$ cat src/rtl/tdm_frac_pkg.sv
package tdm_frac_pkg;
  typedef enum logic [1:0] {
    RATE_2M  = 2'd0,
    RATE_4M  = 2'd1,
    RATE_8M  = 2'd2,
    RATE_16M = 2'd3
  } rate_e;
endpackage

$ cat src/rtl/tdm_frame_timer.sv
module tdm_frame_timer
  import tdm_frac_pkg::*;
#(
  parameter int FRAME_W = 12,
  parameter int ADV_W   = 3
) (
  input  logic               clk_i,
  input  logic               rst_ni,
  input  logic               fp_i,
  input  logic [1:0]         rate_i,
  input  logic [1:0]         frac_i,
  input  logic [ADV_W-1:0]   adv_i,
  output logic [FRAME_W-1:0] pos_q_o,
  output logic [FRAME_W-1:0] pos_nxt_o,
  output rate_e              cfg_rate_o,
  output logic [1:0]         cfg_frac_o,
  output logic [ADV_W-1:0]   cfg_adv_o,
  output rate_e              eff_rate_o,
  output logic [1:0]         eff_frac_o,
  output logic [ADV_W-1:0]   eff_adv_o
);
  logic [FRAME_W-1:0] pos_q;
  rate_e              rate_q;
  logic [1:0]         frac_q;
  logic [ADV_W-1:0]   adv_q;

  assign pos_nxt_o = fp_i ? '0 : pos_q + FRAME_W'(1);

  // settings seen by the lookahead: new ones only on the pulse edge
  assign eff_rate_o = fp_i ? rate_e'(rate_i) : rate_q;
  assign eff_frac_o = fp_i ? frac_i : frac_q;
  assign eff_adv_o  = fp_i ? adv_i  : adv_q;

  always_ff @(posedge clk_i or negedge rst_ni) begin
    if (!rst_ni) begin
      pos_q  <= '0;
      rate_q <= RATE_2M;
      frac_q <= '0;
      adv_q  <= '0;
    end else begin
      pos_q <= pos_nxt_o;
      if (fp_i) begin
        rate_q <= rate_e'(rate_i);
        frac_q <= frac_i;
        adv_q  <= adv_i;
      end
    end
  end

  assign pos_q_o    = pos_q;
  assign cfg_rate_o = rate_q;
  assign cfg_frac_o = frac_q;
  assign cfg_adv_o  = adv_q;
endmodule

$ cat src/rtl/tdm_adv_calc.sv
module tdm_adv_calc
  import tdm_frac_pkg::*;
#(
  parameter int FRAME_W = 12,
  parameter int ADV_W   = 3
) (
  input  rate_e              rate_i,
  input  logic [1:0]         frac_i,
  input  logic [ADV_W-1:0]   adv_i,
  output logic [2:0]         bit_sh_o,
  output logic [FRAME_W-1:0] frac_ticks_o,
  output logic [FRAME_W-1:0] offset_o
);
  localparam int LOG_TPB_MAX = FRAME_W - 8;

  logic [FRAME_W-1:0] int_ticks;

  assign bit_sh_o  = 3'(LOG_TPB_MAX) - {1'b0, rate_i};
  assign int_ticks = FRAME_W'(adv_i) << bit_sh_o;

  always_comb begin
    if (rate_i == RATE_16M) frac_ticks_o = FRAME_W'(|frac_i);  // half bit only
    else                    frac_ticks_o = FRAME_W'(frac_i) << (bit_sh_o - 3'd2);
  end

  assign offset_o = int_ticks + frac_ticks_o;
endmodule

$ cat src/rtl/tdm_bit_mapper.sv
module tdm_bit_mapper #(
  parameter int FRAME_W = 12,
  parameter int CH_W    = 8
) (
  input  logic [FRAME_W-1:0] pos_i,
  input  logic [FRAME_W-1:0] offset_i,
  input  logic [2:0]         bit_sh_i,
  output logic [CH_W-1:0]    ch_o,
  output logic [2:0]         bit_sel_o
);
  logic [FRAME_W-1:0] slot;
  logic [CH_W+2:0]    bit_idx;

  assign slot      = pos_i + offset_i;  // wraps modulo frame
  assign bit_idx   = (CH_W+3)'(slot >> bit_sh_i);
  assign ch_o      = bit_idx[CH_W+2:3];
  assign bit_sel_o = 3'd7 - bit_idx[2:0];
endmodule

$ cat src/rtl/tdm_frac_out.sv
module tdm_frac_out
  import tdm_frac_pkg::*;
#(
  parameter int FRAME_W = 12,
  parameter int ADV_W   = 3,
  localparam int CH_W   = FRAME_W - 4
) (
  input  logic             clk_i,
  input  logic             rst_ni,
  input  logic             fp_i,
  input  logic [1:0]       rate_i,
  input  logic [1:0]       frac_i,
  input  logic [ADV_W-1:0] adv_i,
  output logic [CH_W-1:0]  ch_o,
  input  logic [7:0]       data_i,
  output logic             sdo_o
);
  logic [FRAME_W-1:0] pos_q, pos_nxt, offset, frac_ticks;
  rate_e              cfg_rate, eff_rate;
  logic [1:0]         cfg_frac, eff_frac;
  logic [ADV_W-1:0]   cfg_adv, eff_adv;
  logic [2:0]         bit_sh, bit_sel;
  logic               sdo_q;

  tdm_frame_timer #(.FRAME_W(FRAME_W), .ADV_W(ADV_W)) u_timer (
    .clk_i, .rst_ni, .fp_i, .rate_i, .frac_i, .adv_i,
    .pos_q_o(pos_q), .pos_nxt_o(pos_nxt),
    .cfg_rate_o(cfg_rate), .cfg_frac_o(cfg_frac), .cfg_adv_o(cfg_adv),
    .eff_rate_o(eff_rate), .eff_frac_o(eff_frac), .eff_adv_o(eff_adv)
  );

  tdm_adv_calc #(.FRAME_W(FRAME_W), .ADV_W(ADV_W)) u_adv (
    .rate_i(eff_rate), .frac_i(eff_frac), .adv_i(eff_adv),
    .bit_sh_o(bit_sh), .frac_ticks_o(frac_ticks), .offset_o(offset)
  );

  tdm_bit_mapper #(.FRAME_W(FRAME_W), .CH_W(CH_W)) u_map (
    .pos_i(pos_nxt), .offset_i(offset), .bit_sh_i(bit_sh),
    .ch_o(ch_o), .bit_sel_o(bit_sel)
  );

  always_ff @(posedge clk_i or negedge rst_ni) begin
    if (!rst_ni) sdo_q <= 1'b0;
    else         sdo_q <= data_i[bit_sel];
  end

  assign sdo_o = sdo_q;
endmodule

$ cat config.mk
export PLATFORM = sky130hd
export DESIGN_NAME = tdm_frac_out
export DESIGN_NICKNAME = d
export VERILOG_FILES = /design/src/rtl/tdm_frac_pkg.sv /design/src/rtl/tdm_frame_timer.sv /design/src/rtl/tdm_adv_calc.sv /design/src/rtl/tdm_bit_mapper.sv /design/src/rtl/tdm_frac_out.sv
export SDC_FILE = /design/constraint.sdc
export NUM_CORES = 1
export LEC_CHECK = 0
export ABC_AREA = 1
export ABC_CLOCK_PERIOD_IN_PS = 12230
export BUFFER_PORTS_ARGS = -buffer_cell sky130_fd_sc_hd__buf_2
export CORE_ASPECT_RATIO = 0.75
export CORE_MARGIN = 1.5
export CORE_UTILIZATION = 55
export CTS_CLUSTER_SIZE = 20
export DETAILED_ROUTE_END_ITERATION = 10
export GPL_ROUTABILITY_DRIVEN = 0
export PLACE_DENSITY = 0.76
export SYNTH_ARGS = -nofsm -noshare
export SYNTH_HDL_FRONTEND = slang
export SYNTH_SLANG_ARGS = --single-unit
$ cat constraint.sdc
create_clock -name clk_i -period 12.23 [get_ports clk_i]
set_clock_uncertainty 0.05 [all_clocks]
set_input_delay 1.223 -clock clk_i [delete_from_list [all_inputs] [get_ports clk_i]]
set_output_delay 1.223 -clock clk_i [all_outputs]
set_load 0.01 [all_outputs]
# [Word-level counts from Yosys, hierarchy flattened]
# Index checks and enable logic that the tools add are counted.
[classes] n_addsub=6 n_lt_le_gt_ge=1 n_eq_ne=1 shifts=3 muxes=7 n_reduce_logical=1
[ops] cell="12-bit adder" n=2
[ops] cell="12-bit 2-to-1 mux" n=2
[ops] cell="12-bit by 1-bit adder with 12-bit output, second input constant" n=1
[ops] cell="2-bit by 3-bit left shift with 12-bit output" n=1
[ops] cell="3-bit by 3-bit left shift with 12-bit output" n=1
[ops] cell="12-bit by 3-bit right shift with 11-bit output" n=1
[ops] cell="3-bit by 4-bit < comparator with 1-bit output, second input constant" n=1
[ops] cell="2-bit 2-to-1 mux" n=2
[ops] cell="1-bit binary-select mux with 3-bit select" n=1
[ops] cell="3-bit 2-to-1 mux" n=1
[ops] cell="3-bit by 2-bit subtractor with 3-bit output, first input constant" n=1
[ops] cell="3-bit by 2-bit subtractor with 3-bit output, second input constant" n=1
[ops] cell="3-bit subtractor, first input constant" n=1
[ops] cell="2-bit equality test, second input constant" n=1
[ops] cell="2-bit OR reduction" n=1
[ops] cell="1-bit 2-to-1 mux" n=1
[totals] ff_bits=20 inputBits=18 out_inout_bits=9 elab_cells=24

# [Logic depth before layout (Yosys ltp)]
# Gate-level depths: netlist (run 1).
[depth] depth_word=11 ltp_mapped=30 ltp_nobuf=27

# [Cells and area by module]
# A second synthesis (run 1) with hierarchy kept.
[hier_totals] hier_cells=504 hier_area_um2=2914.0
[by_module_without_submodules] module="tdm_bit_mapper" instances=1 cells_each=215 area_per_inst_um2=1114.8 seq_area_each_um2=0.0
[by_module_without_submodules] module="tdm_frame_timer" instances=1 cells_each=106 area_per_inst_um2=860.8 seq_area_each_um2=475.5
[by_module_without_submodules] module="tdm_adv_calc" instances=1 cells_each=154 area_per_inst_um2=803.3 seq_area_each_um2=0.0
[by_module_without_submodules] module="tdm_frac_out" instances=1 cells_each=29 area_per_inst_um2=135.1 seq_area_each_um2=25.0

# [Worst setup path before layout (run 1)]
# Ideal clock, no wire load.
[synth_path] path_type="input-to-output" start="input fp_i" end="output ch_o[6]" arrival_ns=4.804 required_time_ns=10.957 setup_slack_ns=6.153 path_stages=26 path_buffers=4 path_cell_list="inv_2 > nand2_2 > nand2_4 > inv_2 > buf_6 > buf_2 > ha_1 > buf_2 > clkinv_1 > clkbuf_1 > o21ai_1 > nand2_1 > fa_1 > inv_1 > ha_1 > nand2_1 > inv_1 > a21oi_1 > nand2_1 > nand2_1 > a21oi_1 > o21ai_1 > nand3_1 > nand3_1 > nand2_1 > nor2_1"
[synth_via] elab_chain_cells=8 elab_cells_between_ends=14 cone_classes="4 x add/sub; 1 x eq/ne; 3 x shift; 5 x mux; 1 x reduce/logical"
[synth_lines] element="start: declaration" line="tdm_frac_out.sv:10" rtl="input logic fp_i,"
[synth_lines] element="2-bit 2-to-1 mux" line="tdm_frame_timer.sv:30" rtl="assign eff_rate_o = fp_i ? rate_e'(rate_i) : rate_q;"
[synth_lines] element="3-bit by 2-bit subtractor with 3-bit output" line="tdm_adv_calc.sv:18" rtl="assign bit_sh_o = 3'(LOG_TPB_MAX) - {1'b0, rate_i};"
[synth_lines] element="3-bit by 2-bit subtractor with 3-bit output" line="tdm_adv_calc.sv:23" rtl="else frac_ticks_o = FRAME_W'(frac_i) << (bit_sh_o - 3'd2);"
[synth_lines] element="2-bit by 3-bit left shift with 12-bit output" line="tdm_adv_calc.sv:23"
[synth_lines] element="12-bit 2-to-1 mux" line="tdm_adv_calc.sv:22" rtl="if (rate_i == RATE_16M) frac_ticks_o = FRAME_W'(|frac_i);"
[synth_lines] element="12-bit adder" line="tdm_adv_calc.sv:26" rtl="assign offset_o = int_ticks + frac_ticks_o;"
[synth_lines] element="12-bit adder" line="tdm_bit_mapper.sv:14" rtl="assign slot = pos_i + offset_i;"
[synth_lines] element="12-bit by 3-bit right shift with 11-bit output *" line="tdm_bit_mapper.sv:15" rtl="assign bit_idx = (CH_W+3)'(slot >> bit_sh_i);"
[synth_lines] element="end: declaration" line="tdm_frac_out.sv:14" rtl="output logic [CH_W-1:0] ch_o,"
# Mark *: on every way between the ends. The rest lies on a longest branch, timed or not.

# [Worst setup path in the final report (run 1)]
[layout_path] start="input fp_i" end="output ch_o[2]"
# The elaborated chain is that of the path after synthesis.

==> results of run 1 <==
worst min path at each step:
stage                            start                 end  slack [ps]  cells after the start
floorplan           u_timer.pos_q_o[0]  u_timer.pos_q_o[0]         390                      1
global placement    u_timer.pos_q_o[0]  u_timer.pos_q_o[0]         420                      1
CTS                 u_timer.pos_q_o[0]  u_timer.pos_q_o[0]         450                      1
global route        u_timer.pos_q_o[0]  u_timer.pos_q_o[0]         470                      1
finish              u_timer.pos_q_o[0]  u_timer.pos_q_o[0]         450                      1
detailed placement  u_timer.pos_q_o[0]  u_timer.pos_q_o[0]         430                      1
cell usage in the layout (no fill, tap or decap), drive strengths merged, types with 2 or more instances in the layout:
cell type  synthesis  final
a21oi             10     10
buf                6     26
clkbuf             4      4
clkinv             2      2
dfrtp             20     20
fa                10     10
ha                15     15
inv               68     68
nand2            108    108
nand3             70     70
nand4              2      2
nor2              39     39
nor3               8      8
o21ai             19     19
o22ai              3      3
or2                5      5
xor2               2      2
metrics by stage:
step | area, um2 | setup WS (ps)
final | 2640 | 4570
after global routing | 2640 | 4080
after CTS | 2640 | 4700
after detailed placement | 2580 | 4720
after global placement | 2580 | 4720
after floorplan | 2430 | 6150
cells by family (layout without fill, tap and decap cells):
| logic type | count (synthesis) | after routing | share of synthesized area (%) |
|---|---|---|---|
| AO/OA/AOI/OAI | 36 | 36 | 8.07 |
| AND/OR/NAND/NOR | 233 | 233 | 41.3 |
| flip-flops | 20 | 20 | 20.6 |
| buffers and inverters | 80 | 100 | 13.0 |
| XOR/XNOR | 2 | 2 | 0.720 |
| adder cells (fa/ha/maj) | 25 | 25 | 15.9 |
| multiplexers | 1 | 1 | 0.411 |
worst register-to-register path, delay by kind of cell (launching register included):
kind	cells	cell delay [ps]
DFF	1	380
buffers and inverters	5	1070
AOI/OAI and AO/OA	3	630
adders and majority gates	3	1550
and+or+nand+nor	13	1380
layer usage:
| metal | track usage (%) | part of all wire (%) | up-vias |
|---|---|---|---|
| li1 | - | - | 1299 |
| met1 | 47.2 | 52 | 1148 |
| met2 | 40.9 | 38 | 120 |
| met3 | 4.81 | 9.7 | 4 |
| met4 | 6.40 | 0.67 | 0 |
| met5 | 0 | 0 | - |
power by group:
part           switching [mW]  internal [mW]
logic                   0.105         0.0531
registers             0.00147         0.0707
clock network          0.0217         0.0287
cell type report:
cell class,instances,area (um2)
clock buffers,4,55.1
fillers,412,1520
inverters,70,263
multi-input cells,297,1620
flip-flops and latches,20,500
well taps,55,68.8
repair buffers,26,130
flip-flops by register name (all words and copies together) (netlist names):
signal,cells
u_timer.pos_q_o,12
sdo_o,1
u_timer.cfg_rate_o,2
u_timer.cfg_frac_o,2
u_timer.cfg_adv_o,3
==> impl_metrics.tcl, run 1 <==
set metrics [dict create \
    result_of_the_run "complete, no violations" \
    async_flop_share_pct 100 \
    ys_top_cells_by_area "sky130_fd_sc_hd__dfrtp_1 21%, sky130_fd_sc_hd__nand2_1 16%, sky130_fd_sc_hd__nand3_1 14%, sky130_fd_sc_hd__inv_1 9.6%, sky130_fd_sc_hd__fa_1 8.2%" \
    detailedRoute.firstPassIterationCount 5 \
    most_common_cell_in_the_netlist "sky130_fd_sc_hd__nand2_1" \
    static-leakage-power_nw 1.48 \
    synth-edff-count 0 \
    die_extent_in_y_um 60.6 \
    start_of_the_worst_register_to_register_path "u_timer.cfg_rate_o[0]" \
    wirelength_um 6300 \
    syn_area_per_cell_um2 6.13 \
    post-synth-top-area-cell "sky130_fd_sc_hd__dfrtp_1" \
    synth_top_area_share_pct 20.6 \
    setup-violations-final 0 \
    clock_sink_count 20 \
    detailed_place_hpwl_um 5200 \
    crit_path_start_kind "input pin" \
    postSynthNetCount 440 \
    synth-main-ff-cell "sky130_fd_sc_hd__dfrtp_1" \
    power-per-cell-area_nw_per_um2 107 \
    post_synth_instance_area_um2 2430 \
    synth_cell_type_count 33 \
    min_period_ps 7660 \
    cp_num_buf_inv 8 \
    first_iter_violations 219 \
    crit_slowest_cell "sky130_fd_sc_hd__ha_1" \
    critical_path_depth 26 \
    antenna_violating_nets_post_route 0 \
    grt_max_degree 23 \
    clock.fmax_mhz 131 \
    total_power_mw 0.281 \
    dieWidth_um 79.8 \
    postCtsHoldBufs 0 \
    path_class "in2out" \
    max-vdd-ir-drop_mv 0.0572 \
    yosys_register_bits 20 \
    finalCritPeriodShare_pct 62.6 \
    synth.cells.most_frequent "105 x sky130_fd_sc_hd__nand2_1, 70 x sky130_fd_sc_hd__nand3_1, 62 x sky130_fd_sc_hd__inv_1" \
    max_cap_viol_count 0 \
    grt_setup_unrepaired "no" \
    crit_path_max_fanout 22 \
    slew_headroom_pct 53.7 \
    h_tree_levels 1 \
    worst_skew_pair.late_latency_ps 260 \
    design.core.area_um2 4150 \
    rr_endpoint "sdo_o" \
    cp_top_family "buffers and inverters" \
    first_global_vias 2213 \
    yosys_warnings 0 \
    cts_root_buf "sky130_fd_sc_hd__clkbuf_8" \
    crit_path_end_kind "output pin" \
    groute.usage.overall_pct 29.4 \
    cts_setup_buffers 0 \
    holdCritPathClass "reg2reg" \
    netlist_instances 397 \
    clockBufferDepth 2 \
    finish.cell_count_without_fillers 472 \
    cp.arrival_ps 6380 \
    post_drt_wl_per_cell_um 13.3 \
    ios 27 \
    initial_antenna_violation_count 0 \
    drc 0 \
    clk_transition_reported_paths_ps 70 \
    final_core_util_pct 63.4 \
    overflow 0 \
    nets 461 \
    slowest_delay_ps 680 \
    r2r_slack_ps 7070 \
    portBuffers 26 \
    slew_violations 0 \
    floorplan.die_area_um2 4840 \
    reg2reg_depth 24 \
    final_hold_viol_count 0 \
    tightest_slew_ps 694 \
    fraction_of_final_layout_cells_with_drive_strength_greater_than_1_pct 10.3 \
    num_rows 20 \
    routed-via-count 2571 \
    ys_seq_area_share_pct 20.6 \
    place_inst 468 \
    tritoncts "yes" \
    holdWs_ps 451 \
    layout-area-overhead-vs-synth_pct 8.28 \
    fin_tns_setup_ps 0 \
    setup.worst_path.start "fp_i" \
    crit_path_end "ch_o[2]" \
    worstPathRequired_ps 10960 \
    timing.critical_path.mode_cell "sky130_fd_sc_hd__nand2_1" \
    grt_first_pass_wirelength_um 10600 \
    insertedDiodeCount 0 \
    avgViaCountPerCell 5.45 \
    floorplan.initialDensity_pct 58.6 \
    cts_made_buffers 3 \
    post_cts.resized_instances 0 \
]
Note: power is estimated with default switching activity, not from simulation.
==> run 2: changes to the inputs <==
--- a/config.mk
+++ b/config.mk
@@ -5,16 +5,16 @@
 export SDC_FILE = /design/constraint.sdc
 export NUM_CORES = 1
 export LEC_CHECK = 0
-export ABC_AREA = 1
-export ABC_CLOCK_PERIOD_IN_PS = 12230
+export ABC_AREA = 0
+export ABC_CLOCK_PERIOD_IN_PS = 6600
 export BUFFER_PORTS_ARGS = -buffer_cell sky130_fd_sc_hd__buf_2
 export CORE_ASPECT_RATIO = 0.75
 export CORE_MARGIN = 1.5
-export CORE_UTILIZATION = 55
+export CORE_UTILIZATION = 54
 export CTS_CLUSTER_SIZE = 20
 export DETAILED_ROUTE_END_ITERATION = 10
 export GPL_ROUTABILITY_DRIVEN = 0
-export PLACE_DENSITY = 0.76
+export PLACE_DENSITY = 0.77
 export SYNTH_ARGS = -nofsm -noshare
 export SYNTH_HDL_FRONTEND = slang
 export SYNTH_SLANG_ARGS = --single-unit
==> constraint.sdc (replaced) <==
create_clock -name clk_i -period 6.6 [get_ports clk_i]
set_clock_uncertainty 0.05 [all_clocks]
set_input_delay 0.66 -clock clk_i [delete_from_list [all_inputs] [get_ports clk_i]]
set_output_delay 0.66 -clock clk_i [all_outputs]
set_load 0.01 [all_outputs]
==> run 2 against run 1 <==
  * Count of clock-buffer cells in the layout down 1
  * Synthesized area increased by 5.2%
  * First-iteration DRC count shrank 11%
  * Cell count fell by 18%
  * Register-to-register slack worse by 5400 ps
  * Critical endpoint is now ch_o[0]
==> impl_metrics.tcl, run 2 <==
set metrics [dict create \
    result_of_the_run "complete, no violations" \
    holdWs_ps 297 \
    finish.cell_count_without_fillers 386 \
    syn_area_per_cell_um2 8.26 \
    total_power_mw 0.563 \
    dieWidth_um 82.5 \
    ios 27 \
    floorplan.die_area_um2 5170 \
    crit_path_start_kind "input pin" \
    slowest_delay_ps 420 \
    cp.arrival_ps 5510 \
    portBuffers 26 \
    netlist_instances 310 \
    path_class "in2out" \
    finalCritPeriodShare_pct 94.3 \
    avgViaCountPerCell 5.99 \
    place_inst 383 \
    crit_path_end_kind "output pin" \
    largest_register_ffs 12 \
    synth_cell_type_count 54 \
    min_period_ps 6220 \
    most_common_cell_in_the_netlist "sky130_fd_sc_hd__inv_1" \
    worst_skew_pair.late_latency_ps 250 \
    cts_made_buffers 3 \
    ys_top_cells_by_area "sky130_fd_sc_hd__dfrtp_1 20%, sky130_fd_sc_hd__fa_1 7.8%, sky130_fd_sc_hd__ha_1 7.3%, sky130_fd_sc_hd__mux2i_1 6.6%, sky130_fd_sc_hd__inv_1 4.1%" \
    slew_violations 0 \
    first_global_vias 2047 \
    fraction_of_final_layout_cells_with_drive_strength_greater_than_1_pct 18.2 \
    cp_top_family "compound AO/OA/AOI/OAI gates" \
    yosys_warnings 0 \
    synth-edff-count 0 \
    post_synth_instance_area_um2 2560 \
    async_flop_share_pct 100 \
    detailed_place_hpwl_um 4770 \
    h_tree_levels 1 \
    die_extent_in_y_um 62.6 \
    routed-via-count 2313 \
    max_cap_viol_count 0 \
    initial_antenna_violation_count 0 \
    clockBufferDepth 2 \
    grt_use_met2_pct 35.1 \
    cts_root_buf "sky130_fd_sc_hd__clkbuf_8" \
    synth.cells.most_frequent "28 x sky130_fd_sc_hd__inv_1, 27 x sky130_fd_sc_hd__nor2_1, 25 x sky130_fd_sc_hd__nand2_1" \
    groute.usage.overall_pct 25.0 \
    crit_path_max_fanout 25 \
    first_iter_violations 196 \
    most_frequent_cells_in_the_layout "28 x sky130_fd_sc_hd__inv_1, 27 x sky130_fd_sc_hd__nor2_1, 26 x sky130_fd_sc_hd__buf_2" \
    worstPathRequired_ps 5890 \
    grt_max_degree 26 \
    grt_first_pass_wirelength_um 10000 \
    detailedRoute.firstPassIterationCount 5 \
    holdCritPathClass "in2async" \
    crit_slowest_cell "sky130_fd_sc_hd__fa_1" \
    design.core.area_um2 4520 \
    cp_num_buf_inv 4 \
    yosys_register_bits 20 \
    setup-violations-final 0 \
    clk_transition_reported_paths_ps 60 \
    nets 374 \
    cts_setup_buffers 0 \
    final_hold_viol_count 0 \
    insertedDiodeCount 0 \
    fin_tns_setup_ps 0 \
    power-per-cell-area_nw_per_um2 205 \
    overflow 0 \
    grt_setup_unrepaired "no" \
    synth-main-ff-cell "sky130_fd_sc_hd__dfrtp_1" \
    layout.cells.most_common "sky130_fd_sc_hd__inv_1" \
    global_route.peak_usage_layer "met1" \
    antenna_violating_nets_post_route 0 \
    gr-usage-met1_pct 40.6 \
    drc 0 \
    layout-area-overhead-vs-synth_pct 7.48 \
    floorplan.initialDensity_pct 56.6 \
    grt_use_met3_pct 3.80 \
    wirelength_um 5970 \
    post_cts.resized_instances 0 \
    tritoncts "yes" \
    num_rows 21 \
    postSynthNetCount 353 \
    crit_chain "buf_2 -> mux2i_4 -> buf_4 -> inv_2 -> ha_1 -> nor2_1 -> and3_1 -> fa_1 -> ha_1 -> fa_1 -> a21o_1 -> a221oi_2 -> o21a_2 -> mux2_2 -> o211ai_1 -> a21oi_1 -> a21o_1 -> mux2i_1 -> buf_2" \
    static-leakage-power_nw 1.37 \
    ys_seq_area_share_pct 19.6 \
    max-vdd-ir-drop_mv 0.186 \
    clock.fmax_mhz 161 \
    tightest_slew_ps 499 \
    postCtsHoldBufs 0 \
    post_drt_wl_per_cell_um 15.5 \
    slew_headroom_pct 66.4 \
    fill_cells 418 \
    post-synth-top-area-cell "sky130_fd_sc_hd__dfrtp_1" \
    clock_sink_count 20 \
    synth_top_area_share_pct 19.6 \
]
run 2: logic make-up (layout without fill, tap and decap cells):
family          count (synthesis)  in the layout  share of synthesized area [%]
simple gates                  112            112                           22.0
compound gates                 68             68                           18.2
buf+inv                        42             61                           7.14
fa+ha+maj                      25             25                           15.2
mux                            25             25                           11.5
flops                          20             20                           19.6
xor+xnor                       18             18                           6.45
run 2: worst paths after layout:
kind / start / end / slack (ps) / cells past startpoint
worst min register to register: u_timer.cfg_adv_o[0] / u_timer.cfg_adv_o[0] / 470 / 1
max in group asynchronous: rst_ni / u_timer.pos_q_o[8] / 5890 / 1
min in group clk_i: u_timer.cfg_adv_o[0] / u_timer.cfg_adv_o[0] / 470 / 1
worst min-delay path: rst_ni / u_timer.pos_q_o[9] / 300 / 1
worst max register to register: u_timer.cfg_rate_o[0] / sdo_o / 1630 / 17
worst max-delay path: fp_i / ch_o[0] / 380 / 19
run 2: power by group:
group	internal, mW	leakage, nW	switching, mW
Sequential	0.132	0.259	0.00349
Combinational	0.144	1.09	0.208
Clock	0.0406	0.0216	0.0355
run 2: cell type report:
cell class	instances	area, um2	share of cell area [%]
Clock buffer	3	41.3	1.50
Tap cell	57	71.3	2.59
Timing Repair Buffer	29	153	5.55
Inverter	29	109	3.96
Multi-Input combinational cell	248	1880	68.2
Sequential cell	20	500	18.2
run 2: through the flow:
| stage | worst slack (ps) | instance area (um2) | utilization [%] |
|---|---|---|---|
| 4_1_cts | 492 | 2750 | 60.9 |
| 5_1_grt | 153 | 2750 | 60.9 |
| 3_5_place_dp | 492 | 2710 | 60.0 |
| 6_report | 379 | 2750 | 60.9 |
| 2_1_floorplan | 605 | 2560 | - |
| 3_3_place_gp | 662 | 2710 | 60.0 |
run 2: metal layers:
layer | vias up | routed length, um
met5 | - | 0
met4 | 0 | 106
met3 | 10 | 414
met2 | 93 | 2440
met1 | 1078 | 3010
li1 | 1132 | -
